### config.mk
export PLATFORM = sky130hd
export DESIGN_NAME = tally_onehot
export DESIGN_NICKNAME = d
export VERILOG_FILES = /design/src/rtl/tally_pkg.sv /design/src/rtl/tally_stage.sv /design/src/rtl/tally_ctrl.sv /design/src/rtl/tally_datapath.sv /design/src/rtl/tally_onehot.sv
export SDC_FILE = /design/constraint.sdc
export NUM_CORES = 1
export LEC_CHECK = 0
export BUFFER_PORTS_ARGS = -buffer_cell sky130_fd_sc_hd__buf_2
export CAP_MARGIN = 10
export CORE_MARGIN = 2
export CORE_UTILIZATION = 40
export CTS_CLUSTER_DIAMETER = 80
export DETAILED_ROUTE_END_ITERATION = 10
export SYNTH_ARGS = -nofsm -noshare
export SYNTH_HDL_FRONTEND = slang
export SYNTH_HIERARCHICAL = 1
export SYNTH_SLANG_ARGS = --single-unit
### constraint.sdc
create_clock -name clk -period 2.8 [get_ports clk]
set_input_delay 0.42 -clock clk [delete_from_list [all_inputs] [get_ports clk]]
set_output_delay 0.42 -clock clk [all_outputs]
set_load 0.01 [all_outputs]
### src/rtl/tally_pkg.sv
package tally_pkg;

  // Strobes from the control module to the datapath register.
  typedef struct packed {
    logic capture;    // load the steering result into the output register
    logic forceZero;  // load the count-zero pattern instead
  } tallyStrobe_t;

  // One-hot vector with only the count-zero line asserted.
  function automatic logic [63:0] zeroLine();
    return 64'd1;
  endfunction

endpackage

### src/rtl/tally_stage.sv
// One steering cell: pass straight when the bit is clear, move diagonally up one
// position when it is set. The lowest line has no diagonal source and is tied low.
module tally_stage #(
  parameter int COUNTW = 9
) (
  input  logic              bitIn,
  input  logic [COUNTW-1:0] countIn,
  output logic [COUNTW-1:0] countOut
);

  logic [COUNTW-1:0] straightPath;
  logic [COUNTW-1:0] diagonalPath;

  always_comb begin
    straightPath = countIn;
    diagonalPath = '0;
    for (int k = 1; k < COUNTW; k++) begin
      diagonalPath[k] = countIn[k-1];
    end
  end

  assign countOut = bitIn ? diagonalPath : straightPath;

endmodule

### src/rtl/tally_ctrl.sv
// Turns the reset pin into strobes for the datapath register.
module tally_ctrl
  import tally_pkg::*;
(
  input  logic         rstN,
  output tallyStrobe_t strobes
);

  always_comb begin
    strobes.forceZero = ~rstN;
    strobes.capture   = rstN;
  end

endmodule

### src/rtl/tally_datapath.sv
// Cascade of steering cells plus the optional output register.
module tally_datapath
  import tally_pkg::*;
#(
  parameter int WIDTH      = 8,
  parameter bit REGISTERED = 1'b1
) (
  input  logic             clk,
  input  logic             rstN,
  input  tallyStrobe_t     strobes,
  input  logic [WIDTH-1:0] dataIn,
  output logic [WIDTH:0]   tallyOut
);

  localparam int COUNTW = WIDTH + 1;

  logic [COUNTW-1:0] chain [WIDTH+1];
  logic [COUNTW-1:0] startVec;

  assign startVec = COUNTW'(zeroLine());
  assign chain[0] = startVec;

  for (genvar i = 0; i < WIDTH; i++) begin : g_cell
    tally_stage #(.COUNTW(COUNTW)) u_cell (
      .bitIn   (dataIn[i]),
      .countIn (chain[i]),
      .countOut(chain[i+1])
    );

    // A clear bit keeps the running position.
    assert_straight_R2: assert property (@(posedge clk) disable iff (!rstN)
      !dataIn[i] |-> chain[i+1] == chain[i]);

    // A set bit vacates line 0 and moves the running count up.
    assert_diagonal_R3: assert property (@(posedge clk) disable iff (!rstN)
      dataIn[i] |-> (!chain[i+1][0] && chain[i+1][COUNTW-1:1] == chain[i][COUNTW-2:0]));
  end

  logic [COUNTW-1:0] tallyComb;
  assign tallyComb = chain[WIDTH];

  assert_onehot_comb_R4: assert property (@(posedge clk) disable iff (!rstN)
    $onehot(tallyComb));

  assert_zero_input_R1: assert property (@(posedge clk) disable iff (!rstN)
    dataIn == '0 |-> tallyComb == startVec);

  assert_all_ones_R6: assert property (@(posedge clk) disable iff (!rstN)
    &dataIn |-> tallyComb[WIDTH]);

  if (REGISTERED) begin : g_reg
    logic [COUNTW-1:0] tallyQ;

    always_ff @(posedge clk) begin
      if (strobes.forceZero) begin
        tallyQ <= startVec;
      end else if (strobes.capture) begin
        tallyQ <= tallyComb;
      end
    end

    assign tallyOut = tallyQ;

    assert_capture_latency_R7: assert property (@(posedge clk) disable iff (!rstN)
      strobes.capture |=> tallyQ == $past(tallyComb));

    assert_onehot_reg_R4: assert property (@(posedge clk) disable iff (!rstN)
      strobes.capture |=> $onehot(tallyQ));
  end else begin : g_comb
    assign tallyOut = tallyComb;
  end

endmodule

### src/rtl/tally_onehot.sv
// Thin top: control strobes plus the steering datapath.
module tally_onehot
  import tally_pkg::*;
#(
  parameter int WIDTH      = 8,
  parameter bit REGISTERED = 1'b1
) (
  input  logic             clk,
  input  logic             rstN,
  input  logic [WIDTH-1:0] dataIn,
  output logic [WIDTH:0]   tallyOut
);

  tallyStrobe_t strobes;

  tally_ctrl u_ctrl (
    .rstN   (rstN),
    .strobes(strobes)
  );

  tally_datapath #(.WIDTH(WIDTH), .REGISTERED(REGISTERED)) u_dp (
    .clk     (clk),
    .rstN    (rstN),
    .strobes (strobes),
    .dataIn  (dataIn),
    .tallyOut(tallyOut)
  );

endmodule

== After elaboration in Yosys (flattened, before gate mapping) ==
Cells that the tools add are included.
W data, S select, Z words.

* $add $sub $neg: 0
* Multipliers: 0
* Divide/modulo/power cells: 0
* Order comparisons: 0
* Eq/ne operators: 0
* Shift operators: 0
* Muxes and demuxes: 8
* Bitwise operators: 0
* Reductions and logical operators: 0

{| class="wikitable"
|+ Operator list
! cell !! count
|-
| $mux W9 || 7
|-
| $mux W2 || 1
|}

* Register bits after elaboration: 9
* Latch bits: 0
* Memory bits (writable): 0
* Memory bits (read-only): 0
* Output and inout port bits: 9
* Logic and storage cells: 9
* Memories: 0

== Depth between registers and ports, before layout ==
* Word-level depth: 8
* Gate-level depth with buffers: 11
* Depth with buffers taken out: 10

== Cells and area by module ==
Netlist, hierarchy kept.

{| class="wikitable"
|+ Modules (own cells, without submodules)
! module !! times used !! cells an instance !! area each (um^2) !! sequential area each (um^2)
|-
| tally_stage || 8 || 10 || 140.1 || 0.0
|-
| tally_datapath || 1 || 31 || 331.6 || 180.2
|-
| tally_ctrl || 1 || 2 || 11.3 || 0.0
|}

== Worst setup path before layout ==
OpenSTA, ideal clock, no wires.

* Path type: input-to-reg
* Start: in dataIn[0]
* End: reg u_dp.g_reg.tallyQ[1] (netlist: u_dp/tallyOut[1])
* Arrival: 2872 ps
* Data required time: 2683 ps
* Slack: -189 ps
* Stages: 11
* Path buffers: 1
* Cell sequence: buf_6 > mux2_4 > mux2_4 > mux2_4 > mux2_4 > mux2_4 > mux2_4 > mux2_4 > mux2_4 > mux2i_1 > nor2_1

{| class="wikitable"
|+ RTL lines
! element !! line !! RTL
|-
| from (decl) || tally_onehot.sv:10 || <nowiki>input logic [WIDTH-1:0] dataIn,</nowiki>
|-
| to (signal assigned) || tally_datapath.sv:56 || <nowiki>tallyQ <= startVec;</nowiki>
|-
| to (signal assigned) || tally_datapath.sv:58 || <nowiki>tallyQ <= tallyComb;</nowiki>
|-
| to (decl) || tally_datapath.sv:52 || <nowiki>logic [COUNTW-1:0] tallyQ;</nowiki>
|}

==> impl_metrics.toml <==
[clocking]
clock_path_buffers = 2
cts.sink_count = 9
cts_root_buf = "clkbuf_4"
clk_pin_slew_ns = 0.06
cts_max_level = 1
numCtsBuffers = 3
clk_latency_ns = 0.26
cts_tree = "yes"

[power_and_ir_drop]
power_frac_comb_pct = 55.9
swShare_pct = 27.1
power_density_nw_per_um2 = 345
design_power_total_mw = 0.554
p_leak_nw = 0.881
pwr-share-seq_pct = 26.0
power.switching_mw = 0.150
p_int_mw = 0.404
clkPwrFrac_pct = 18.1
ir_drop_v = 0.000103

[detailed_routing]
drc = 0
met2WireLength_um = 994
viasPerCell = 4.50
wl_met3_um = 67
ant_nets = 0
vias = 841
wl_per_cell_um = 8.70
drtPass1Iterations = 2
maxUsedRoutingLayer = "met4"
drtIter0Drc = 19
wirelength_um = 1630
drt-met1-wl_um = 510

[timing]
rsz0062_at_grt = "true"
setup_viol = 0
clock_skew_ns = 0
max_clock_freq_mhz = 364
post-route-period-util_pct = 98.2
setup_tns_ns = 0
finalHoldViolCount = 0
period_minus_slack_ns = 2.75
slew_violations = 0

[placed_design]
dp_cells = 183
portBuffers = 18
place.gp.congestion = 0.625
hpwlAfterDp_um = 1500

[status]
outcome = "finished, final reports clean"

[worst_setup_path]
critPathCaptureType = "register"
cp-start-kind = "input port"
r2r.worst_path.cells = 2
r2r_end = "u_dp/tallyOut[0]"
cp.arrival_ns = 2.90
startpoint = "dataIn[0]"
worstSetupPathType = "in2reg"
r2r-start = "u_dp/tallyOut[0]"
crit_required_ns = 2.95
path_max_fanout = 3
ff2ff_setup_slack_ns = 2.03

[finish]
num_antenna_cells = 0
syn2layout_area_growth_pct = 9.66
largest_reg_flops = 9
drive_above_1_share_pct = 68.1
nNetsFinal = 152
finalNonFillerCells = 187

[synth]
syn_inst = 113
yosys_warnings = 6
synth_cell_types = 12
netlist_area_um2 = 1460
synth_top_area_cell = "mux2_4"
yosysSeqAreaShare_pct = 12.3
synth_common_cells = "mux2_4, buf_6, dfxtp_1"
synth_edf_count = 0
synthFlopType = "dfxtp_1"
yosysMostFrequentCell = "mux2_4"
async_reset_ff_share_pct = 0
syn_area_per_cell_um2 = 13.0
ys_ff_latch = 9
synth_area_leaders = "mux2_4, dfxtp_1, buf_6"
synth_top_area_share_pct = 65.6

[floorplanning]
pin_count = 19
core_um2 = 3420
die_x_um = 64.5
die_y_um = 64.5
start_util_pct = 42.9
num_rows = 21
die-area_um2 = 4160

[global_route]
grt.overflow.total = 0
grtUsageTotal_pct = 8.56
grt_pass1_vias = 761
antenna_found_initial = 0
grt_pass1_wl_um = 2790
grt_start_max_net_pins = 12

[hold_path]
min-delay-start = "u_dp/tallyOut[8]"
hold_class = "reg2reg"
min_to = "u_dp/tallyOut[8]"
whs_path_depth = 2

[flow_run]
maxCapViolations = 0
[layer usage]
metal,global-route usage (%),vias up
li1,-,437
met1,5.94,384
met2,18.9,15
met3,1.04,5
met4,7.18,0
met5,0,-
[layout by cell type (no fill, tap or decap)]
master / synthesis / final
clkbuf_4: 0 / 3
dfxtp_1: 9 / 9
buf_2: 0 / 17
clkbuf_1: 0 / 1
nor2_1: 8 / 8
inv_1: 1 / 1
mux2_4: 64 / 64
mux2i_1: 8 / 8
conb_1: 2 / 17
and2b_2: 8 / 8
buf_4: 1 / 2
a211o_1: 1 / 1
buf_8: 0 / 1
nor2b_2: 1 / 1
[cells by family (layout without fill, tap and decap cells)]
kind of cell | after synthesis | count (layout) | synth area share, %
and+or+nand+nor | 17 | 17 | 7.44
AOI/OAI and AO/OA | 1 | 1 | 0.598
buffers and inverters | 12 | 25 | 8.03
DFF | 9 | 9 | 12.3
other | 2 | 17 | 0.513
muxes | 72 | 72 | 71.1
[worst max path at each step]
stage | endpoint | slack (ns)
after floorplan | u_dp/tallyOut[1] | -0.18
after global placement | u_dp/tallyOut[1] | -0.22
after detailed placement | u_dp/tallyOut[2] | -0.25
after CTS | u_dp/tallyOut[5] | 0.03
after global routing | u_dp/tallyOut[2] | -0.02
final | u_dp/tallyOut[2] | 0.05
[cell type report]
class                           instances  area (um^2)
Clock buffer                            4         26.3
Fill cell                             325         1810
Inverter                                1         3.75
Multi-Input combinational cell        107         1220
Sequential cell                         9          180
Tap cell                               46         57.6
Timing Repair Buffer                   20          115
[critical path: stages]
cell and delay (ns):
buf_8 0.10, mux2_4 0.29, mux2_4 0.26, mux2_4 0.27, mux2_4 0.27, mux2_4 0.27
mux2_4 0.27, mux2_4 0.28, mux2_4 0.27, mux2i_1 0.13, nor2_1 0.06
[what timing repair did]
item | CTS | global route
hold buffers | 0 | 0
gates resized for setup | 0 | 3
setup buffers | 0 | 0
endpoints found under the setup margin | 0 | 6
[power groups by stage]
| stage | sequential [mW] | clock, mW | combinational (mW) |
|---|---|---|---|
| after global placement | 0.146 | 0 | 0.303 |
| final | 0.144 | 0.100 | 0.309 |
| after floorplan | 0.153 | 0 | 0.284 |
| after CTS | 0.145 | 0.104 | 0.308 |
| after detailed placement | 0.147 | 0 | 0.307 |
| after global routing | 0.146 | 0.110 | 0.335 |
[metrics by stage]
step                cell area [um^2]  utilization, %  setup WS (ns)  hold WS (ns)
floorplan                       1530               -         -0.180         0.531
global placement                1570            45.9         -0.219         0.465
detailed placement              1570            45.9         -0.255         0.477
CTS                             1600            46.7         0.0328         0.491
global route                    1610            47.0        -0.0168         0.539
finish                          1610            47.0         0.0490         0.484
No activity file was read; power rests on OpenSTA's default activity.
